[config.mk]
export PLATFORM = sky130hd
export DESIGN_NAME = ctrl_reg_bank
export DESIGN_NICKNAME = d
export VERILOG_FILES = /design/src/rtl/crf_pkg.sv /design/src/rtl/crf_ctrl.sv /design/src/rtl/crf_datapath.sv /design/src/rtl/ctrl_reg_bank.sv
export SDC_FILE = /design/constraint.sdc
export NUM_CORES = 2
export LEC_CHECK = 0
export BUFFER_PORTS_ARGS = -buffer_cell sky130_fd_sc_hd__buf_4
export CORE_ASPECT_RATIO = 0.5
export CORE_MARGIN = 2
export CORE_UTILIZATION = 34
export CTS_CLUSTER_SIZE = 40
export DETAILED_ROUTE_END_ITERATION = 8
export GPL_TIMING_DRIVEN = 0
export PLACE_DENSITY_LB_ADDON = 0.3
export SYNTH_ARGS = -nofsm -noshare
export SYNTH_HDL_FRONTEND = slang
export SYNTH_HIERARCHICAL = 1
export SYNTH_SLANG_ARGS = --single-unit
[constraint.sdc]
create_clock -name clk -period 3.5 [get_ports clk]
set_input_delay 0.35 -clock clk [delete_from_list [all_inputs] [get_ports clk]]
set_output_delay 0.35 -clock clk [all_outputs]
set_load 0.01 [all_outputs]
[src/rtl/crf_pkg.sv]
package crf_pkg;
  localparam int IDX_W    = 6;
  localparam int REG_W    = 64;
  localparam int NUM_IDX  = 1 << IDX_W;
  localparam int ASN_W    = 7;
  localparam int DASN_LSB = 57;
  localparam int IASN_LSB = 4;

  localparam logic [IDX_W-1:0] IX_HBASE   = 6'h10;
  localparam logic [IDX_W-1:0] IX_RESTART = 6'h11;
  localparam logic [IDX_W-1:0] IX_TRAPREQ = 6'h12;
  localparam logic [IDX_W-1:0] IX_TRAPEN  = 6'h13;
  localparam logic [IDX_W-1:0] IX_IPL     = 6'h14;
  localparam logic [IDX_W-1:0] IX_IMODE   = 6'h15;
  localparam logic [IDX_W-1:0] IX_DMODE   = 6'h16;
  localparam logic [IDX_W-1:0] IX_SWINT   = 6'h17;
  localparam logic [IDX_W-1:0] IX_CTLSTAT = 6'h18;
  localparam logic [IDX_W-1:0] IX_IPTB    = 6'h19;
  localparam logic [IDX_W-1:0] IX_DPTB    = 6'h1A;
  localparam logic [IDX_W-1:0] IX_CTEST   = 6'h1B;
  localparam logic [IDX_W-1:0] IX_CMODE   = 6'h1C;
  localparam logic [IDX_W-1:0] IX_IASN    = 6'h1D;
  localparam logic [IDX_W-1:0] IX_DASN    = 6'h1E;
  localparam logic [IDX_W-1:0] IX_MCTL    = 6'h1F;
  localparam logic [IDX_W-1:0] IX_EXCSUM  = 6'h20;
  localparam logic [IDX_W-1:0] IX_EXCMSK  = 6'h21;
  localparam logic [IDX_W-1:0] IX_CYCLE   = 6'h22;
  localparam logic [IDX_W-1:0] IX_RO_LO   = 6'h23;
  localparam logic [IDX_W-1:0] IX_RO_HI   = 6'h27;
  localparam logic [IDX_W-1:0] IX_CMD_LO  = 6'h28;
  localparam logic [IDX_W-1:0] IX_DINV_ALL  = 6'h2C;
  localparam logic [IDX_W-1:0] IX_DINV_PROC = 6'h2D;
  localparam logic [IDX_W-1:0] IX_DINV_ONE  = 6'h2E;
  localparam logic [IDX_W-1:0] IX_IINV_ALL  = 6'h2F;
  localparam logic [IDX_W-1:0] IX_IINV_PROC = 6'h30;
  localparam logic [IDX_W-1:0] IX_IINV_ONE  = 6'h31;

  typedef struct packed {
    logic             load;
    logic [IDX_W-1:0] wrIdx;
    logic             rdOk;
    logic             rdCycle;
    logic             invDataAll;
    logic             invDataProc;
    logic             invDataOne;
    logic             invInstAll;
    logic             invInstProc;
    logic             invInstOne;
  } crfCmd_t;

  // Index holds a register with storage behind it.
  function automatic logic isStored(input logic [IDX_W-1:0] idx, input int nScr);
    return (int'(idx) < nScr) || (idx >= IX_HBASE && idx <= IX_CYCLE);
  endfunction

  function automatic logic isReadOnly(input logic [IDX_W-1:0] idx);
    return idx >= IX_RO_LO && idx <= IX_RO_HI;
  endfunction

  function automatic logic isCommand(input logic [IDX_W-1:0] idx);
    return idx >= IX_CMD_LO && idx <= IX_IINV_ONE;
  endfunction

  function automatic logic [REG_W-1:0] writeMask(input logic [IDX_W-1:0] idx);
    logic [REG_W-1:0] m;
    case (idx)
      IX_RESTART:            m = ~REG_W'(64'h2);
      IX_TRAPREQ, IX_TRAPEN: m = REG_W'(64'hF);
      IX_IPL:                m = REG_W'(64'h1F);
      IX_IMODE, IX_DMODE:    m = REG_W'(64'h18);
      IX_SWINT:              m = REG_W'(64'h7_FFF0);
      IX_CTLSTAT:            m = REG_W'(64'hFF_FFFF_0300);
      IX_IPTB, IX_DPTB:      m = REG_W'(64'hFFFF_FFFF_C000_0000);
      IX_CTEST:              m = REG_W'(64'h1FFB);
      IX_CMODE:              m = REG_W'(64'h3F);
      IX_IASN:               m = REG_W'(64'h7F0);
      IX_DASN:               m = REG_W'(64'hFE00_0000_0000_0000);
      IX_EXCSUM, IX_EXCMSK:  m = '0;
      default:               m = '1;
    endcase
    return m;
  endfunction

  function automatic logic [REG_W-1:0] resetVal(input logic [IDX_W-1:0] idx,
                                                input logic [REG_W-1:0] hbase);
    if (idx == IX_HBASE) return hbase;
    if (idx == IX_MCTL)  return REG_W'(64'h6);
    return '0;
  endfunction
endpackage

[src/rtl/crf_ctrl.sv]
module crf_ctrl
  import crf_pkg::*;
#(
  parameter int NUM_SCRATCH = 8
) (
  input  logic             clk,
  input  logic             rstN,
  input  logic             rdEn,
  input  logic [IDX_W-1:0] rdIdx,
  input  logic             wrEn,
  input  logic [IDX_W-1:0] wrIdx,
  output crfCmd_t          cmd,
  output logic             rdFault,
  output logic             wrFault
);
  logic rdLegal, wrStore, wrLegal;

  always_comb begin
    rdLegal = isStored(rdIdx, NUM_SCRATCH) || isReadOnly(rdIdx);
    wrStore = isStored(wrIdx, NUM_SCRATCH);
    wrLegal = wrStore || isCommand(wrIdx);
  end

  always_comb begin
    cmd         = '0;
    cmd.rdOk    = rdEn && rdLegal;
    cmd.rdCycle = (rdIdx == IX_CYCLE);
    cmd.load    = wrEn && wrStore;
    cmd.wrIdx   = wrIdx;
    if (wrEn) begin
      case (wrIdx)
        IX_DINV_ALL:  cmd.invDataAll  = 1'b1;
        IX_DINV_PROC: cmd.invDataProc = 1'b1;
        IX_DINV_ONE:  cmd.invDataOne  = 1'b1;
        IX_IINV_ALL:  cmd.invInstAll  = 1'b1;
        IX_IINV_PROC: cmd.invInstProc = 1'b1;
        IX_IINV_ONE:  cmd.invInstOne  = 1'b1;
        default: ;
      endcase
    end
  end

  assign rdFault = rdEn && !rdLegal;
  assign wrFault = wrEn && !wrLegal;

  // A faulting write must neither load storage nor raise any strobe.
  assert_fault_inert_R7: assert property (@(posedge clk) disable iff (!rstN)
    wrFault |-> !cmd.load && !(cmd.invDataAll || cmd.invDataProc || cmd.invDataOne ||
                               cmd.invInstAll || cmd.invInstProc || cmd.invInstOne));

  assert_one_strobe_R9: assert property (@(posedge clk) disable iff (!rstN)
    $onehot0({cmd.invDataAll, cmd.invDataProc, cmd.invDataOne,
              cmd.invInstAll, cmd.invInstProc, cmd.invInstOne}));

  // Strobes only follow a legal command write.
  assert_strobe_legal_R8: assert property (@(posedge clk) disable iff (!rstN)
    (cmd.invDataOne || cmd.invInstOne) |-> wrEn && !wrFault);
endmodule

[src/rtl/crf_datapath.sv]
module crf_datapath
  import crf_pkg::*;
#(
  parameter int               NUM_SCRATCH   = 8,
  parameter logic [REG_W-1:0] HANDLER_RESET = '0,
  parameter int               CNT_W         = 32
) (
  input  logic             clk,
  input  logic             rstN,
  input  crfCmd_t          cmd,
  input  logic [IDX_W-1:0] rdIdx,
  input  logic [REG_W-1:0] wrData,
  output logic [REG_W-1:0] rdData,
  output logic             invDataAll,
  output logic             invDataProc,
  output logic             invDataOne,
  output logic             invInstAll,
  output logic             invInstProc,
  output logic             invInstOne,
  output logic [REG_W-1:0] invAddr,
  output logic [ASN_W-1:0] invAsn
);
  localparam int HI_W = REG_W - CNT_W;

  logic [REG_W-1:0] regQ [NUM_IDX];
  logic [CNT_W-1:0] cycCnt;

  for (genvar i = 0; i < NUM_IDX; i++) begin : g_slot
    localparam logic [IDX_W-1:0] SLOT = IDX_W'(i);
    if (isStored(SLOT, NUM_SCRATCH)) begin : g_reg
      logic [REG_W-1:0] q;
      always_ff @(posedge clk or negedge rstN) begin
        if (!rstN)
          q <= resetVal(SLOT, HANDLER_RESET);
        else if (cmd.load && cmd.wrIdx == SLOT)
          q <= wrData & writeMask(SLOT);
      end
      assign regQ[i] = q;
    end else begin : g_none
      assign regQ[i] = '0;
    end
  end

  always_ff @(posedge clk or negedge rstN) begin
    if (!rstN) cycCnt <= '0;
    else       cycCnt <= cycCnt + CNT_W'(1);
  end

  always_comb begin
    if (!cmd.rdOk)
      rdData = '0;
    else if (cmd.rdCycle)
      rdData = {regQ[IX_CYCLE][REG_W-1 -: HI_W], cycCnt};
    else
      rdData = regQ[rdIdx];
  end

  assign invDataAll  = cmd.invDataAll;
  assign invDataProc = cmd.invDataProc;
  assign invDataOne  = cmd.invDataOne;
  assign invInstAll  = cmd.invInstAll;
  assign invInstProc = cmd.invInstProc;
  assign invInstOne  = cmd.invInstOne;

  always_comb begin
    invAddr = '0;
    invAsn  = '0;
    if (cmd.invDataOne) begin
      invAddr = wrData;
      invAsn  = regQ[IX_DASN][DASN_LSB +: ASN_W];
    end else if (cmd.invInstOne) begin
      invAddr = wrData;
      invAsn  = regQ[IX_IASN][IASN_LSB +: ASN_W];
    end
  end

  assert_restart_bit1_R2: assert property (@(posedge clk) disable iff (!rstN)
    regQ[IX_RESTART][1] == 1'b0);

  assert_ipl_narrow_R3: assert property (@(posedge clk) disable iff (!rstN)
    regQ[IX_IPL][REG_W-1:5] == '0);

  assert_cycle_step_R6: assert property (@(posedge clk) disable iff (!rstN)
    $past(rstN) |-> cycCnt == $past(cycCnt) + CNT_W'(1));

  assert_sum_cleared_R5: assert property (@(posedge clk) disable iff (!rstN)
    cmd.load && cmd.wrIdx == IX_EXCSUM |=> regQ[IX_EXCSUM] == '0);
endmodule

[src/rtl/ctrl_reg_bank.sv]
module ctrl_reg_bank
  import crf_pkg::*;
#(
  parameter int               NUM_SCRATCH   = 8,
  parameter logic [REG_W-1:0] HANDLER_RESET = 64'h0000_0000_0000_4000,
  parameter int               CNT_W         = 32
) (
  input  logic        clk,
  input  logic        rstN,
  input  logic        rdEn,
  input  logic [5:0]  rdIdx,
  output logic [63:0] rdData,
  output logic        rdFault,
  input  logic        wrEn,
  input  logic [5:0]  wrIdx,
  input  logic [63:0] wrData,
  output logic        wrFault,
  output logic        invDataAll,
  output logic        invDataProc,
  output logic        invDataOne,
  output logic        invInstAll,
  output logic        invInstProc,
  output logic        invInstOne,
  output logic [63:0] invAddr,
  output logic [6:0]  invAsn
);
  crfCmd_t cmd;

  crf_ctrl #(.NUM_SCRATCH(NUM_SCRATCH)) u_ctrl (
    .clk(clk), .rstN(rstN),
    .rdEn(rdEn), .rdIdx(rdIdx), .wrEn(wrEn), .wrIdx(wrIdx),
    .cmd(cmd), .rdFault(rdFault), .wrFault(wrFault)
  );

  crf_datapath #(
    .NUM_SCRATCH(NUM_SCRATCH), .HANDLER_RESET(HANDLER_RESET), .CNT_W(CNT_W)
  ) u_dp (
    .clk(clk), .rstN(rstN), .cmd(cmd), .rdIdx(rdIdx), .wrData(wrData),
    .rdData(rdData),
    .invDataAll(invDataAll), .invDataProc(invDataProc), .invDataOne(invDataOne),
    .invInstAll(invInstAll), .invInstProc(invInstProc), .invInstOne(invInstOne),
    .invAddr(invAddr), .invAsn(invAsn)
  );
endmodule

==> results.toml <==
[pwr]
p_leak_nw = 25.7
power_density_nw_per_um2 = 481
total_power_mw = 25.8
ir_drop_mv = 0.356

[finish]
final_cells = 5630
fillers = 12235
syn_to_final_growth_pct = 17.9
design_area_um2 = 53600
nets = 3856
antennaDiodeCount = 0
drive_gt1_frac = 0.429
regArea_um2 = 24000
multi_input_area_um2 = 20000

[place]
dp_slack_ps = -873
numPortBuffers = 220
postPlaceCellArea_um2 = 49600
place_inst = 5389
place_congestion = 0.937
hpwl_um = 107000

[global_route]
grt_pass1_vias = 32544
grt_pass1_wl_um = 224000
grt_use_total = 0.221
antenna_found_initial = 7
grt_start_max_net_pins = 123
overflow = 0

[drt]
firstDrtPassIters = 6
via_count = 31141
avgViaCountPerCell = 5.53
wl_per_cell_um = 27.2
drc = 0
drtIter0Drc = 2881
ant_nets = 0
routed_wl_um = 153000

[critical_path]
endpoint_kind = "output port"
path_class = "primary input to output port"
setup.worst_path.end = "rdData[7]"
crit_arrival_ps = 3240
worst_r2r_startpoint = "u_dp/cycCnt[0]"
path_cells = "buf_4, buf_4, buf_4, buf_6, buf_4, buf_4, nand2_1, o21ai_0, a21oi_1, a311oi_2, buf_4"
r2r_end = "u_dp/cycCnt[20]"
critPathMaxStageDelay_ps = 440
slowest_stage = "a311oi_2"
start_kind = "primary input"
cp-startpoint = "rdIdx[0]"
path_common_cell = "buf_4"
reg2regPathDepth = 6
timing.reg2reg.setup_slack_ps = 1240
cp.required_ps = 3150
worstPathMaxFanout = 10

[synthesis]
synth_fp_nets = 3463
syn_inst = 3382
synth.most_common_cell = "dfrtp_1"
synth_warnings = 6
syn-cell-area_um2 = 45400
syn_avg_cell_area_um2 = 13.4
synth_edf_count = 0
post-synth-top-area-fraction = 0.526
synth_area_leaders = "dfrtp_1, mux2_2, mux4_2"
ys_seq_elements = 957
synth_top_cells_by_count = "dfrtp_1, mux2_2, a21oi_1"
synthDistinctLibCells = 73
synthArstFlopShare = 1.00
yosys.area.top_type = "dfrtp_1"
synth_ff_type = "dfrtp_1"
seq_area_frac_synth = 0.527

[run]
drv_cap = 0

[floorplanning]
die_y_um = 262
dieArea_um2 = 137000
io_pins = 223
dieWidth_um = 521
rows = 94
start_util = 0.344
coreArea_um2 = 132000

[timing]
setup_viol = 2
hold_viol_final = 0
setup_ws_ps = -91.8
grt_setup_unrepaired = "true"
finalMaxSlewViolations = 0
relSlewSlack = 0.151
hold_ws_ps = 253
clock.fmax_ghz = 0.278
post-route-min-period_ps = 3590
worstMarginPinSlew_ps = 1270
fin_skew_ps = 26.0
finalCritPeriodShare = 1.03

[clock_network]
numCtsBuffers = 95
cts_tree = "built"
path_clk_slew_ps = 60
htree_levels = 3
clock_path_buffers = 3
clock_latency_ps = 700
root_buffer = "clkbuf_16"
cts_num_sinks = 957

[run_status]
status = "complete, but fails checks"
violations = "negative setup slack"

[min_path]
hold_class = "primary input to async pin"
## metal layers
| layer | GRT usage | up-vias | part of all wire |
|---|---|---|---|
| met2 | 0.351 | 1137 | 0.46 |
| met3 | 0.0417 | 292 | 0.068 |
| met4 | 0.0827 | 2 | 0.039 |
| met1 | 0.302 | 16595 | 0.43 |
| li1 | - | 13115 | - |
| met5 | 0 | - | 0.000085 |
## kinds of logic (layout without fill, tap and decap cells)
group                    after synthesis  count (layout)  share of synthesized area
AND/OR/NAND/NOR                      465             465                     0.0525
buffers and inverters                335             807                     0.0353
flip-flops                           957             957                      0.527
adder cells (fa/ha/maj)                1               1                   0.000275
AO/OA/AOI/OAI                        431             431                     0.0581
XOR/XNOR                              30              30                    0.00578
multiplexers                        1163            1163                      0.321
## per-stage QoR
| step | setup TNS [ps] | util |
|---|---|---|
| final | -133 | 0.406 |
| after global routing | -206 | 0.406 |
| after detailed placement | -43510 | 0.376 |
| after CTS | 0 | 0.405 |
| after global placement | -8522640 | 0.373 |
| after floorplan | 0 | - |
## sequential cells by signal, summed over array words and instances, names as in the netlist
name	count
u_dp/g_slot.g_reg.q	925
u_dp/cycCnt	32
## worst min-delay path by stage
stage / from / end / slack (ps) / cells after the start
after global placement: u_dp/cycCnt[18] / u_dp/cycCnt[18] / 470 / 1
final: rstN / u_dp/g_slot[6].g_reg.q[20] / 250 / 2
after global routing: wrData[3] / u_dp/g_slot[34].g_reg.q[3] / 270 / 2
after detailed placement: rstN / u_dp/g_slot[6].g_reg.q[20] / 390 / 1
after CTS: wrData[3] / u_dp/g_slot[34].g_reg.q[3] / 230 / 2
after floorplan: rstN / u_dp/cycCnt[0] / 50 / 0
## report_power, final
group	internal (mW)	switching, mW
clock network	6.00	4.47
logic	1.36	1.56
registers	11.9	0.445
total	19.3	6.47
## layout by cell type, fill, tap and decap left out, types with 31 or more instances in the layout
cell type        n
a21oi_1        171
a32o_1          35
and3_1          31
buf_2          112
buf_4          256
clkbuf_1       142
clkbuf_16       98
dfrtp_1        954
dlygate4sd3_1   63
mux2_2         864
mux2_4          60
mux2i_1        100
mux4_2         122
nand2_1        137
nand3_1         44
nor2_1          58
nor2b_1         71
nor3_1          44
o21ai_0        134
## timing repair
| item | 4_1_cts | 5_1_grt |
|---|---|---|
| pin swaps | 3 | 0 |
| endpoints found under the hold margin | 407 | 0 |
| cloned | 0 | 0 |
| setup endpoints to repair | 64 | 48 |
| hold buffers | 63 | 0 |
| buffers inserted | 4 | 0 |
| gates resized for setup | 42 | 33 |
## final cells by class
type / instances / area share
repair buffers: 298 / 0.0487
clock inverters: 30 / 0.00556
flip-flops and latches: 957 / 0.447
clock buffers: 146 / 0.0534
inverters: 25 / 0.00180
plain buffers: 308 / 0.0291
multi-input cells: 2090 / 0.373
well taps: 1776 / 0.0415
## critical path: cells and delay by family
kind | cells | cell delay (ps)
and+or+nand+nor | 1 | 120
buffers and inverters | 7 | 1660
AOI/OAI and AO/OA | 3 | 1060
Power figures use the tool's default switching activity.
